==> src/rtl/rxw_pkg.sv <==
package rxw_pkg;
  typedef enum logic [1:0] {
    ST_IDLE  = 2'd0,
    ST_RECV  = 2'd1,
    ST_REQ   = 2'd2,
    ST_DRAIN = 2'd3
  } rxState_e;

  typedef struct packed {
    logic clrCnt;
    logic cntEn;
  } cntStrobe_t;
endpackage

==> src/rtl/rxw_datapath.sv <==
module rxw_datapath
  import rxw_pkg::*;
#(
  parameter int CNT_W      = 8,
  parameter int SLOT_BYTES = 64,
  parameter int WM_LOW     = 16,
  parameter int WM_MID     = 64,
  parameter int WM_HIGH    = 128
) (
  input  logic             clk,
  input  logic             rstN,
  input  logic             swReset,
  input  cntStrobe_t       strobe,
  input  logic             cfgWrEn,
  input  logic [1:0]       cfgWrData,
  input  logic             stopBit,
  input  logic             suspendBit,
  input  logic             fullDuplex,
  input  logic             runtAccept,
  output logic             thrMet,
  output logic [3:0]       cfgRdNibble
);
  localparam logic [CNT_W-1:0] CNT_MAX = '1;
  localparam logic [CNT_W-1:0] THR_LOW = CNT_W'(WM_LOW);
  localparam logic [CNT_W-1:0] THR_MID = CNT_W'(WM_MID);
  localparam logic [CNT_W-1:0] THR_HIGH = CNT_W'(WM_HIGH);
  localparam logic [CNT_W-1:0] THR_SLOT = CNT_W'(SLOT_BYTES);
  localparam logic [1:0] WM_RESET = 2'b01;

  logic [1:0]       wmField;
  logic [CNT_W-1:0] byteCnt;
  logic [CNT_W-1:0] wmBytes;
  logic [CNT_W-1:0] effThr;
  logic             cfgOpen;

  assign cfgOpen = stopBit | suspendBit;

  always_ff @(posedge clk or negedge rstN) begin
    if (!rstN)                  wmField <= WM_RESET;
    else if (swReset)           wmField <= WM_RESET;
    else if (cfgWrEn && cfgOpen) wmField <= cfgWrData;
  end

  always_ff @(posedge clk or negedge rstN) begin
    if (!rstN)                              byteCnt <= '0;
    else if (swReset || strobe.clrCnt)      byteCnt <= '0;
    else if (strobe.cntEn && byteCnt != CNT_MAX) byteCnt <= byteCnt + 1'b1;
  end

  always_comb begin
    unique case (wmField)
      2'b00:   wmBytes = THR_LOW;
      2'b01:   wmBytes = THR_MID;
      default: wmBytes = THR_HIGH;
    endcase
    effThr = wmBytes;
    if (!fullDuplex && !runtAccept && wmBytes < THR_SLOT) effThr = THR_SLOT;
  end

  assign thrMet      = byteCnt >= effThr;
  assign cfgRdNibble = {2'b11, wmField};

  // writes outside stop/suspend leave the field alone
  p_wm_locked_r2: assert property (@(posedge clk) disable iff (!rstN)
    (cfgWrEn && !cfgOpen && !swReset) |=> $stable(wmField));
  // software reset restores the default code
  p_wm_soft_reset_r3: assert property (@(posedge clk) disable iff (!rstN)
    swReset |=> (wmField == WM_RESET));
  // counter holds at its maximum
  p_cnt_saturate_r11: assert property (@(posedge clk) disable iff (!rstN)
    (byteCnt == CNT_MAX && strobe.cntEn && !strobe.clrCnt && !swReset) |=> (byteCnt == CNT_MAX));
  // half duplex without runt acceptance never qualifies below the slot
  p_slot_guard_r5: assert property (@(posedge clk) disable iff (!rstN)
    (thrMet && !fullDuplex && !runtAccept) |-> (byteCnt >= THR_SLOT));
  // a clear strobe empties the counter
  p_cnt_clear_r9: assert property (@(posedge clk) disable iff (!rstN)
    strobe.clrCnt |=> (byteCnt == '0));
endmodule

==> src/rtl/rxw_control.sv <==
module rxw_control
  import rxw_pkg::*;
(
  input  logic       clk,
  input  logic       rstN,
  input  logic       swReset,
  input  logic       byteWr,
  input  logic       frameStart,
  input  logic       frameEnd,
  input  logic       frameValid,
  input  logic       frameAbort,
  input  logic       fifoEmpty,
  input  logic       thrMet,
  output cntStrobe_t strobe,
  output logic       dmaReq
);
  rxState_e state, stateNext;

  always_comb begin
    stateNext = state;
    unique case (state)
      ST_IDLE:  if (frameStart) stateNext = ST_RECV;
      ST_RECV: begin
        if (frameAbort)      stateNext = ST_IDLE;
        else if (frameStart) stateNext = ST_RECV;
        else if (frameEnd)   stateNext = (frameValid || thrMet) ? ST_DRAIN : ST_IDLE;
        else if (thrMet)     stateNext = ST_REQ;
      end
      ST_REQ: begin
        if (frameAbort)    stateNext = ST_IDLE;
        else if (frameEnd) stateNext = ST_DRAIN;
      end
      ST_DRAIN: if (fifoEmpty) stateNext = ST_IDLE;
      default:  stateNext = ST_IDLE;
    endcase
  end

  always_ff @(posedge clk or negedge rstN) begin
    if (!rstN)        state <= ST_IDLE;
    else if (swReset) state <= ST_IDLE;
    else              state <= stateNext;
  end

  always_comb begin
    strobe.clrCnt = frameStart | frameAbort;
    strobe.cntEn  = byteWr && (state == ST_RECV || state == ST_REQ);
  end

  assign dmaReq = (state == ST_REQ) || (state == ST_DRAIN);

  // a request only starts from a met threshold or a frame end
  p_req_cause_r7: assert property (@(posedge clk) disable iff (!rstN)
    $rose(dmaReq) |-> ($past(thrMet) || $past(frameEnd)));
  // the request only falls on empty FIFO, abort or software reset
  p_req_hold_r10: assert property (@(posedge clk) disable iff (!rstN)
    $fell(dmaReq) |-> ($past(fifoEmpty) || $past(frameAbort) || $past(swReset)));
  // abort during reception leaves no request
  p_abort_quiet_r9: assert property (@(posedge clk) disable iff (!rstN)
    (frameAbort && state != ST_DRAIN) |=> !dmaReq);
  // invalid end below threshold gives no request
  p_bad_end_r8: assert property (@(posedge clk) disable iff (!rstN)
    (state == ST_RECV && frameEnd && !frameValid && !thrMet && !frameAbort && !frameStart && !swReset) |=> !dmaReq);
endmodule

==> src/rtl/rx_wmark_dma_req.sv <==
module rx_wmark_dma_req
  import rxw_pkg::*;
#(
  parameter int CNT_W      = 8,
  parameter int SLOT_BYTES = 64,
  parameter int WM_LOW     = 16,
  parameter int WM_MID     = 64,
  parameter int WM_HIGH    = 128
) (
  input  logic       clk,
  input  logic       rstN,
  input  logic       swReset,
  input  logic       cfgWrEn,
  input  logic [1:0] cfgWrData,
  input  logic       stopBit,
  input  logic       suspendBit,
  output logic [3:0] cfgRdNibble,
  input  logic       fullDuplex,
  input  logic       runtAccept,
  input  logic       byteWr,
  input  logic       frameStart,
  input  logic       frameEnd,
  input  logic       frameValid,
  input  logic       frameAbort,
  input  logic       fifoEmpty,
  output logic       dmaReq
);
  cntStrobe_t strobe;
  logic       thrMet;

  rxw_control u_ctl (
    .clk(clk), .rstN(rstN), .swReset(swReset), .byteWr(byteWr),
    .frameStart(frameStart), .frameEnd(frameEnd), .frameValid(frameValid),
    .frameAbort(frameAbort), .fifoEmpty(fifoEmpty), .thrMet(thrMet),
    .strobe(strobe), .dmaReq(dmaReq)
  );

  rxw_datapath #(
    .CNT_W(CNT_W), .SLOT_BYTES(SLOT_BYTES),
    .WM_LOW(WM_LOW), .WM_MID(WM_MID), .WM_HIGH(WM_HIGH)
  ) u_dp (
    .clk(clk), .rstN(rstN), .swReset(swReset), .strobe(strobe),
    .cfgWrEn(cfgWrEn), .cfgWrData(cfgWrData), .stopBit(stopBit),
    .suspendBit(suspendBit), .fullDuplex(fullDuplex), .runtAccept(runtAccept),
    .thrMet(thrMet), .cfgRdNibble(cfgRdNibble)
  );
endmodule

==> config.mk <==
export PLATFORM = sky130hd
export DESIGN_NAME = rx_wmark_dma_req
export DESIGN_NICKNAME = d
export VERILOG_FILES = /design/src/rtl/rxw_pkg.sv /design/src/rtl/rxw_datapath.sv /design/src/rtl/rxw_control.sv /design/src/rtl/rx_wmark_dma_req.sv
export SDC_FILE = /design/constraint.sdc
export NUM_CORES = 1
export LEC_CHECK = 0
export BUFFER_PORTS_ARGS = -buffer_cell sky130_fd_sc_hd__buf_2
export CAP_MARGIN = 20
export CORE_MARGIN = 10
export CORE_UTILIZATION = 40
export CTS_BUF_LIST = sky130_fd_sc_hd__clkbuf_8
export DETAILED_ROUTE_END_ITERATION = 10
export GPL_TIMING_DRIVEN = 1
export HOLD_SLACK_MARGIN = 0.06
export PLACE_DENSITY = 0.63
export SLEW_MARGIN = 0
export SYNTH_ARGS = -nofsm -noshare
export SYNTH_HDL_FRONTEND = slang
export SYNTH_SLANG_ARGS = --single-unit
==> constraint.sdc <==
create_clock -name clk -period 2.8 [get_ports clk]
set_input_delay 0.56 -clock clk [delete_from_list [all_inputs] [get_ports clk]]
set_output_delay 0.56 -clock clk [all_outputs]
set_load 0.02 [all_outputs]
* Word level (Yosys, flattened, before mapping)
Cells that the tools add are included.
** Storage, ports and cells
- Register bits after elaboration :: 12
- Latch bits :: 0
- Bits in writable memories :: 0
- Bits in read-only memories :: 0
- Output and inout bits :: 5
- Logic and storage cells :: 50
- Memories kept :: 0
** Cells by class
- $add $sub $neg :: 1
- $mul :: 0
- Divide/modulo/power cells :: 0
- Order comparisons :: 2
- Eq/ne operators :: 9
- Shifts and indexed selects :: 0
- Muxes and demuxes :: 17
- Bitwise gates (word level) :: 2
- Reductions and logical operators :: 16
** Operators with widths (number)
- $mux 2 :: 12
- $mux 8 :: 3
- $pmux 8 s2 :: 1
- $add 8x1->8 const B :: 1
- $ge 8x8->1 :: 1
- $lt 8x7->1 const B :: 1
- $ne 8x8->1 const B :: 1
- $pmux 2 s4 :: 1
- $ne 3x3->1 const B :: 2
- $ne 6x5->1 const B :: 1
- $logic_and 1x1->1 :: 5
- $eq 2x1->1 const B :: 2
- $eq 2x2->1 const B :: 2
- $logic_not 2->1 :: 2
- $logic_or 1x1->1 :: 4
- $ne 4x4->1 const B :: 1
- $reduce_and 4->1 :: 1
- $reduce_bool 2->1 :: 2
- $logic_not 1->1 :: 2
- $or 1x1->1 :: 2

* Logic depth before layout (Yosys ltp)
Gate-level depths: netlist of the first run.
- Depth after elaboration :: 13
- Mapped depth :: 9
- Mapped depth without buffers :: 9

* Hierarchy
From an unflattened synthesis of the first run, not the netlist that was laid out.
** Second synthesis, totals
- Cells, all modules :: 103
- Area, all modules :: 930.9 um2
** Modules (own cells, without submodules)
- rxw_datapath :: instances 1, cells each 73, area each 676.9 um2
- rxw_control :: instances 1, cells each 30, area each 254.0 um2

* Worst setup path after synthesis of the first run
Ideal clock, no wire load.
- Kind :: flip-flop to flip-flop
- From :: reg u_dp.wmField[0]
- To :: reg u_ctl.state[1]
- Setup time :: 0.139 ns
- Arrival time :: 2.269 ns
- Path slack :: 0.392 ns
- Cell stages (with the launch flop) :: 10
- Period minus slack after synthesis :: 2.408 ns
- Path through :: dfstp_2 > o21bai_1 > nor2_1 > ha_1 > nand4b_1 > nor4b_2 > a211oi_2 > a31oi_1 > nor2_1 > or4_1
** On the way
- Cells in the longest elaborated chain, start to end :: 13
- Elaborated cells on any way between the ends :: 16
- Those cells by class :: 2 x order compare; 2 x eq/ne; 8 x mux; 4 x reduce/logical
** RTL lines
- from (decl) :: line rxw_datapath.sv:30 : logic [1:0] wmField;
- from (signal assigned) :: line rxw_datapath.sv:41 : else if (cfgWrEn && cfgOpen) wmField <= cfgWrData;
- $eq 2x1->1 / $logic_not 2->1 (equally long branches) :: line rxw_datapath.sv:51 : unique case (wmField)
- $pmux 8 s2 (*) :: line rxw_datapath.sv:51
- $lt 8x7->1 :: line rxw_datapath.sv:57 : if (!fullDuplex && !runtAccept && wmBytes < THR_SLOT) effThr = THR_SLOT;
- $logic_and 1x1->1 :: line rxw_datapath.sv:57
- $mux 8 (*) :: line rxw_datapath.sv:57
- $ge 8x8->1 (*) :: line rxw_datapath.sv:60 : assign thrMet = byteCnt >= effThr;
- $logic_or 1x1->1 :: line rxw_control.sv:26 : else if (frameEnd) stateNext = (frameValid || thrMet) ? ST_DRAIN : ST_IDLE;
- $mux 2 (2 in series) :: line rxw_control.sv:26
- $mux 2 :: line rxw_control.sv:25 : else if (frameStart) stateNext = ST_RECV;
- $mux 2 :: line rxw_control.sv:24 : if (frameAbort) stateNext = ST_IDLE;
- $pmux 2 s4 :: line rxw_control.sv:21 : unique case (state)
- $mux 2 :: line rxw_control.sv:40 : else if (swReset) state <= ST_IDLE;
- to (signal assigned) :: line rxw_control.sv:41 : else state <= stateNext;
- to (decl) :: line rxw_control.sv:17 : rxState_e state, stateNext;
Mark *: on every way between the ends. The rest lies on a longest branch, timed or not.
A chain may end at the register's enable or synchronous reset.

* Worst setup path after layout of the first run
Same ends and word-level chain as after synthesis.

==> flow_summary_export.csv, run 1 <==
group,metric,value,unit
run_status,status,"finished clean",
timing,setup_viol,0,
cts,cts.repair.resized,0,
cts,cts.reportedPaths.clkPinSlew,0.05,ns
yosys,synthAdderAreaFrac,13.9,%
cts,ctsRootBufferMaster,"clkbuf_8",
global_route,overflow,0,
routing,vias,745,
cts,htree_num_levels,1,
routing,drc,0,
setup_path,cp_max_fo,5,
floorplanning,die_x,67.4,µm
setup_path,end_kind,"register",
yosys,ys_types,35,
final_layout,fill_cells,222,
global_route,grt_max_degree,13,
floorplanning,fp.coreArea,2170,µm²
routing,detail-route-antenna-nets,0,
timing,layout_min_cycle_time,2.50,ns
setup_path,crit_path_start_kind,"register",
final_layout,num_antenna_cells,0,
timing,hold_viol,0,
setup_path,critPathKind,"register to register",
setup_path,critPathArrivalTime,2.60,ns
final_layout,area_delta_synth_final,18.4,%
cts,cts_setup_buffers,0,
yosys,syn_area,900,µm²
timing,fin_hold_ws,0.193,ns
yosys,synth_compound_area_share,9.60,%
timing,worstMarginPinSlew,0.523,ns
cts,cts_tree,"done",
routing,via_per_inst,5.00,
timing,fmax,0.401,GHz
pwr,p_seq_share,39.7,%
timing,skew,0.00338,ns
pwr,p_int,0.000346,W
routing,wl_per_cell,12.7,µm
global_route,antenna_found_initial,0,
yosys,syn_avg_cell_area,8.91,µm²
floorplanning,rows,17,
floorplanning,ios,21,
cts,cts_hold_buf,0,
yosys,yosys_register_bits,12,
pwr,swShare,25.8,%
pwr,p_switching,0.000120,W
cts,cts_max_path_buffers,2,
floorplanning,start_util,41.5,%
global_route,grt_util_all_layers,8.42,%
global_route,grt_pass1_vias,689,
setup_path,reg2reg_to,"u_ctl.state[1]",
yosys,synth.area.mux_share,3.34,%
pwr,ir_worst_vdd,0.363,mV
yosys,synth_cells,101,
pwr,p_leak,0.510,nW
pwr,power_density,438,nW/µm²
cts,cts_buffers,3,
floorplanning,die_h,67.4,µm
yosys,synth-xor-area-share,6.82,%
cts,clock_latency,0.24,ns
yosys,ys_warn_count,0,
timing,drv_slew,0,
setup_path,crit_required,2.91,ns
placed_design,port_buffers,18,
yosys,ys_seq_area_share,33.5,%
pwr,comb_power_share,20.5,%
routing,drt_iter0_drc,17,
final_layout,nets,148,
worst_hold_path,hold_path.class,"input pin to asynchronous set/reset pin",
cts,clock_sinks,12,
pwr,clockPowerShare,39.8,%
global_route,grt_pass1_wl,2970,µm
setup_path,rr_worst_depth,9,
timing,tns,0,ns
setup_path,ff2ff_setup_slack,0.30,ns
timing,period_share,89.2,%
placed_design,place_hpwl,1570,µm
job,maxCapViolations,0,
yosys,synth_top_family_by_area,"simple AND/OR/NAND/NOR gates",
setup_path,reg2reg_from,"u_dp.wmField[0]",
final_layout,final_util,49.1,%
setup_path,crit_start,"u_dp.wmField[0]",
timing,relSlewSlack,65.0,%
routing,finalWirelength,1900,µm
yosys,synthSimpleGateAreaFrac,25.7,%
timing,rsz0062_at_grt,"no",
final_layout,drive_above_1_share,23.1,%
placed_design,gp_congestion,0.927,
floorplanning,fp.dieArea,4550,µm²
routing,first_pass_iters,4,
-- logic make-up (layout without fill, tap and decap cells) --
logic type,count (synthesis),in the layout
buffers and inverters,14,33
AOI/OAI and AO/OA,12,12
xor gates and xnor gates,7,7
other,1,2
and+or+nand+nor,42,42
muxes,3,3
adders and majority gates,10,10
DFF,12,12
-- layer usage --
layer	track usage (%)	up-vias	share of wire [%]	routed length (µm)
li1	-	382	-	-
met1	9.69	343	43	811
met2	14.1	18	49	922
met3	2.98	2	8.0	152
met4	3.08	0	0.47	9
met5	0	-	0	0
-- how the worst max path moves through the flow --
stage                      to  slack, ns  cells after the start
6_report       u_ctl.state[1]       0.30                      9
5_1_grt        u_ctl.state[1]       0.12                      9
4_1_cts        u_ctl.state[1]       0.30                      9
3_5_place_dp   u_ctl.state[1]       0.12                     10
3_3_place_gp   u_ctl.state[1]       0.22                     10
2_1_floorplan  u_ctl.state[1]       0.39                      9
-- stage by stage --
stage               power (W)  instances  area [µm²]  worst slack (ns)
floorplan            0.000254        102         903             0.392
global placement     0.000281        145        1010             0.217
detailed placement   0.000284        145        1010             0.123
CTS                  0.000475        149        1060             0.298
global route         0.000492        149        1060             0.115
finish               0.000467        149        1060             0.303
-- synthesized netlist by cell type (all sizes together) --
cell type | number | area, µm²
nor2 | 19 | 71.3
dfrtp | 11 | 275
inv | 11 | 41.3
ha | 10 | 125
xnor2 | 5 | 43.8
nand3 | 4 | 20.0
buf | 3 | 18.8
mux2i | 3 | 30.0
nand2 | 3 | 11.3
nor3 | 3 | 15.0
o21ai | 3 | 15.0
a211oi | 2 | 20.0
nand2b | 2 | 20.0
nand4 | 2 | 12.5
nor4b | 2 | 23.8
o22ai | 2 | 12.5
xor2 | 2 | 17.5
a21o | 1 | 7.51
a31oi | 1 | 6.26
a32o | 1 | 10.0
conb | 1 | 3.75
dfstp | 1 | 26.3
nand4b | 1 | 8.76
nor2b | 1 | 6.26
nor3b | 1 | 12.5
nor4bb | 1 | 10.0
o211ai | 1 | 7.51
o21bai | 1 | 7.51
or2 | 1 | 6.26
or3 | 1 | 6.26
or4 | 1 | 7.51
-- worst max-delay path, stage by stage, from the launching register on --
cell and delay (ns):
dfstp_2 0.53, o21bai_1 0.13, nor2_1 0.07, ha_1 0.27
nand4b_1 0.11, nor4b_2 0.26, a211oi_2 0.08, a31oi_1 0.33
nor2_1 0.09, or4_1 0.50
-- cells in the final DEF (no fill, tap or decap), types with 2 or more instances in the layout --
master / instances
xnor2_1: 5
ha_1: 10
o22ai_1: 2
xor2_1: 2
clkbuf_8: 4
dfrtp_1: 11
nand3_1: 4
nand2_1: 3
nor2_1: 19
nor3_1: 3
buf_2: 18
o21ai_0: 3
inv_1: 11
nand4_1: 2
mux2i_1: 3
conb_1: 2
-- power by group through the flow --
stage,clock network (W),logic [W],registers (W)
after global placement,0,0.0000931,0.000188
after floorplan,0,0.0000646,0.000189
after CTS,0.000194,0.0000964,0.000185
final,0.000186,0.0000955,0.000185
after global routing,0.000200,0.000106,0.000186
after detailed placement,0,0.0000961,0.000188
-- cell type report --
class,count,area [µm²],share of cell area [%]
multi-input cells,76,542,50.9
flip-flops and latches,12,302,28.3
repair buffers,18,90.1,8.46
clock buffers,4,55.1,5.17
inverters,11,41.3,3.88
well taps,28,35.0,3.29
-- state kept, by name, indices dropped and copies added (netlist names) --
signal / flops
u_dp.wmField: 2
u_dp.byteCnt: 8
u_ctl.state: 2
No activity file was read; power rests on OpenSTA's default activity.
==> run 2: changes to the inputs <==
--- a/config.mk
+++ b/config.mk
@@ -14,6 +14,7 @@
 export GPL_TIMING_DRIVEN = 1
 export HOLD_SLACK_MARGIN = 0.06
 export PLACE_DENSITY = 0.63
+export RECOVER_POWER = 50
 export SLEW_MARGIN = 0
 export SYNTH_ARGS = -nofsm -noshare
 export SYNTH_HDL_FRONTEND = slang
==> run 2 against run 1 <==
Against the previous run:
- utilization shrank 0.058 points
- design area shrank 0.12%
- worst hold slack gained 0.13 ns
- total power is essentially flat
- non-clock buffer count is the same
- clock skew is essentially flat
- sequential share of layout area is essentially flat
- critical endpoint unchanged
==> flow_summary_export.csv, run 2 (synthesis gave the netlist of run 1 again) <==
group,metric,value,unit
floorplanning,start_util,41.5,%
floorplanning,fp.coreArea,2170,µm²
floorplanning,die_x,67.4,µm
timing,layout_setup_ws,0.305,ns
final_layout,area_delta_synth_final,18.2,%
placed_design,place_hpwl,1570,µm
setup_path,crit_path_start_kind,"register",
setup_path,critPathKind,"register to register",
final_layout,drive_above_1_share,22.3,%
pwr,p_leak,0.507,nW
timing,hold_viol,0,
placed_design,port_buffers,18,
final_layout,fill_cells,223,
final_layout,largest_reg_flops,8,
cts,cts_max_path_buffers,2,
final_layout,reg_top3,"u_dp.byteCnt x8, u_ctl.state x2, u_dp.wmField x2",
global_route,grt_max_degree,13,
cts,cts_tree,"done",
cts,cts_hold_buf,0,
global_route,antenna_found_initial,0,
global_route,grt_pass1_vias,689,
routing,drc,0,
cts,clock_latency,0.24,ns
floorplanning,fp.dieArea,4550,µm²
cts,ctsRootBufferMaster,"clkbuf_8",
run_status,status,"finished clean",
routing,detail-route-antenna-nets,0,
timing,tns,0,ns
cts,cts_buffers,3,
cts,cts_setup_buffers,0,
floorplanning,rows,17,
global_route,overflow,0,
job,maxCapViolations,0,
timing,rsz0062_at_grt,"no",
timing,skew,0.00319,ns
cts,clock_sinks,12,
timing,period_share,89.1,%
routing,finalWirelength,1890,µm
pwr,power_density,438,nW/µm²
cts,cts.repair.resized,0,
setup_path,crit_required,2.91,ns
final_layout,final_common_cell,"nor2_1",
routing,wl_per_cell,12.7,µm
cts,cts.reportedPaths.clkPinSlew,0.05,ns
setup_path,end_kind,"register",
floorplanning,ios,21,
pwr,ir_worst_vdd,0.363,mV
worst_hold_path,hold_path.class,"input pin to asynchronous set/reset pin",
setup_path,rr_worst_depth,9,
timing,setup_viol,0,
final_layout,nets,148,
routing,drt_iter0_drc,17,
timing,fmax,0.401,GHz
final_layout,num_antenna_cells,0,
routing,first_pass_iters,4,
routing,vias,745,
timing,fin_hold_ws,0.325,ns
global_route,grt_util_all_layers,8.42,%
final_layout,final_cell_mix,"nor2_1 (19), buf_2 (17), inv_1 (11), dfrtp_1 (11), ha_1 (10)",
timing,drv_slew,0,
setup_path,cp_max_fo,5,
setup_path,critPathArrivalTime,2.60,ns
cts,htree_num_levels,1,
final_layout,top_register,"u_dp.byteCnt",
floorplanning,die_h,67.4,µm
global_route,grt_pass1_wl,2970,µm
timing,layout_min_cycle_time,2.50,ns
timing,relSlewSlack,56.0,%
routing,via_per_inst,5.00,
placed_design,dpl_worst_slack,0.123,ns
timing,worstMarginPinSlew,0.660,ns
placed_design,gp_congestion,0.927,
[run 2: cell count changes in the layout (fill, tap and decap cells not counted), sizes merged]
cell / previous run / this run
buf: 18 / 17
clkbuf: 4 / 5
[run 2: through the flow]
| stage | instances | util, % | area (µm²) | power (W) |
|---|---|---|---|---|
| final | 149 | 49.0 | 1060 | 0.000466 |
| after global routing | 149 | 49.0 | 1060 | 0.000492 |
| after CTS | 149 | 49.1 | 1060 | 0.000475 |
| after detailed placement | 145 | 46.5 | 1010 | 0.000284 |
| after global placement | 145 | 46.5 | 1010 | 0.000281 |
| after floorplan | 102 | - | 903 | 0.000254 |
[run 2: where the power goes]
part	internal (W)	switching, W	total [W]
sequential	0.000180	0.00000573	0.000185
clock	0.000124	0.0000615	0.000186
combinational	0.0000425	0.0000528	0.0000953
total	0.000346	0.000120	0.000466
[run 2: area by class of cell]
cell class                      count  area, µm²  share of cell area [%]
Clock buffer                        4       55.1                    5.18
Inverter                           11       41.3                    3.88
Multi-Input combinational cell     76        542                    50.9
Sequential cell                    12        302                    28.4
Tap cell                           28       35.0                    3.29
Timing Repair Buffer               18       88.8                    8.35
[run 2: worst paths after layout]
check	from	endpoint	slack, ns
worst max-delay path	u_dp.wmField[0]	u_ctl.state[1]	0.30
worst min-delay path	rstN	u_dp.wmField[1]	0.32
worst max register to register	u_dp.wmField[0]	u_ctl.state[1]	0.30
worst min register to register	u_dp.byteCnt[7]	u_dp.byteCnt[7]	0.58
max in group asynchronous	rstN	u_dp.byteCnt[0]	2.05
min in group clk	swReset	u_dp.wmField[1]	0.53
[run 2: critical path: stages (launching register included)]
cell and delay, ns:
dfstp_2 0.53, o21bai_1 0.13, nor2_1 0.07, ha_1 0.27
nand4b_1 0.11, nor4b_2 0.26, a211oi_2 0.08, a31oi_1 0.32
nor2_1 0.09, or4_1 0.50
[run 2: routing by layer]
| metal | vias up | track usage [%] | share of wire, % |
|---|---|---|---|
| met3 | 2 | 2.98 | 8.0 |
| met5 | - | 0 | 0 |
| met1 | 343 | 9.69 | 43 |
| li1 | 382 | - | - |
| met4 | 0 | 3.08 | 0.48 |
| met2 | 18 | 14.1 | 49 |
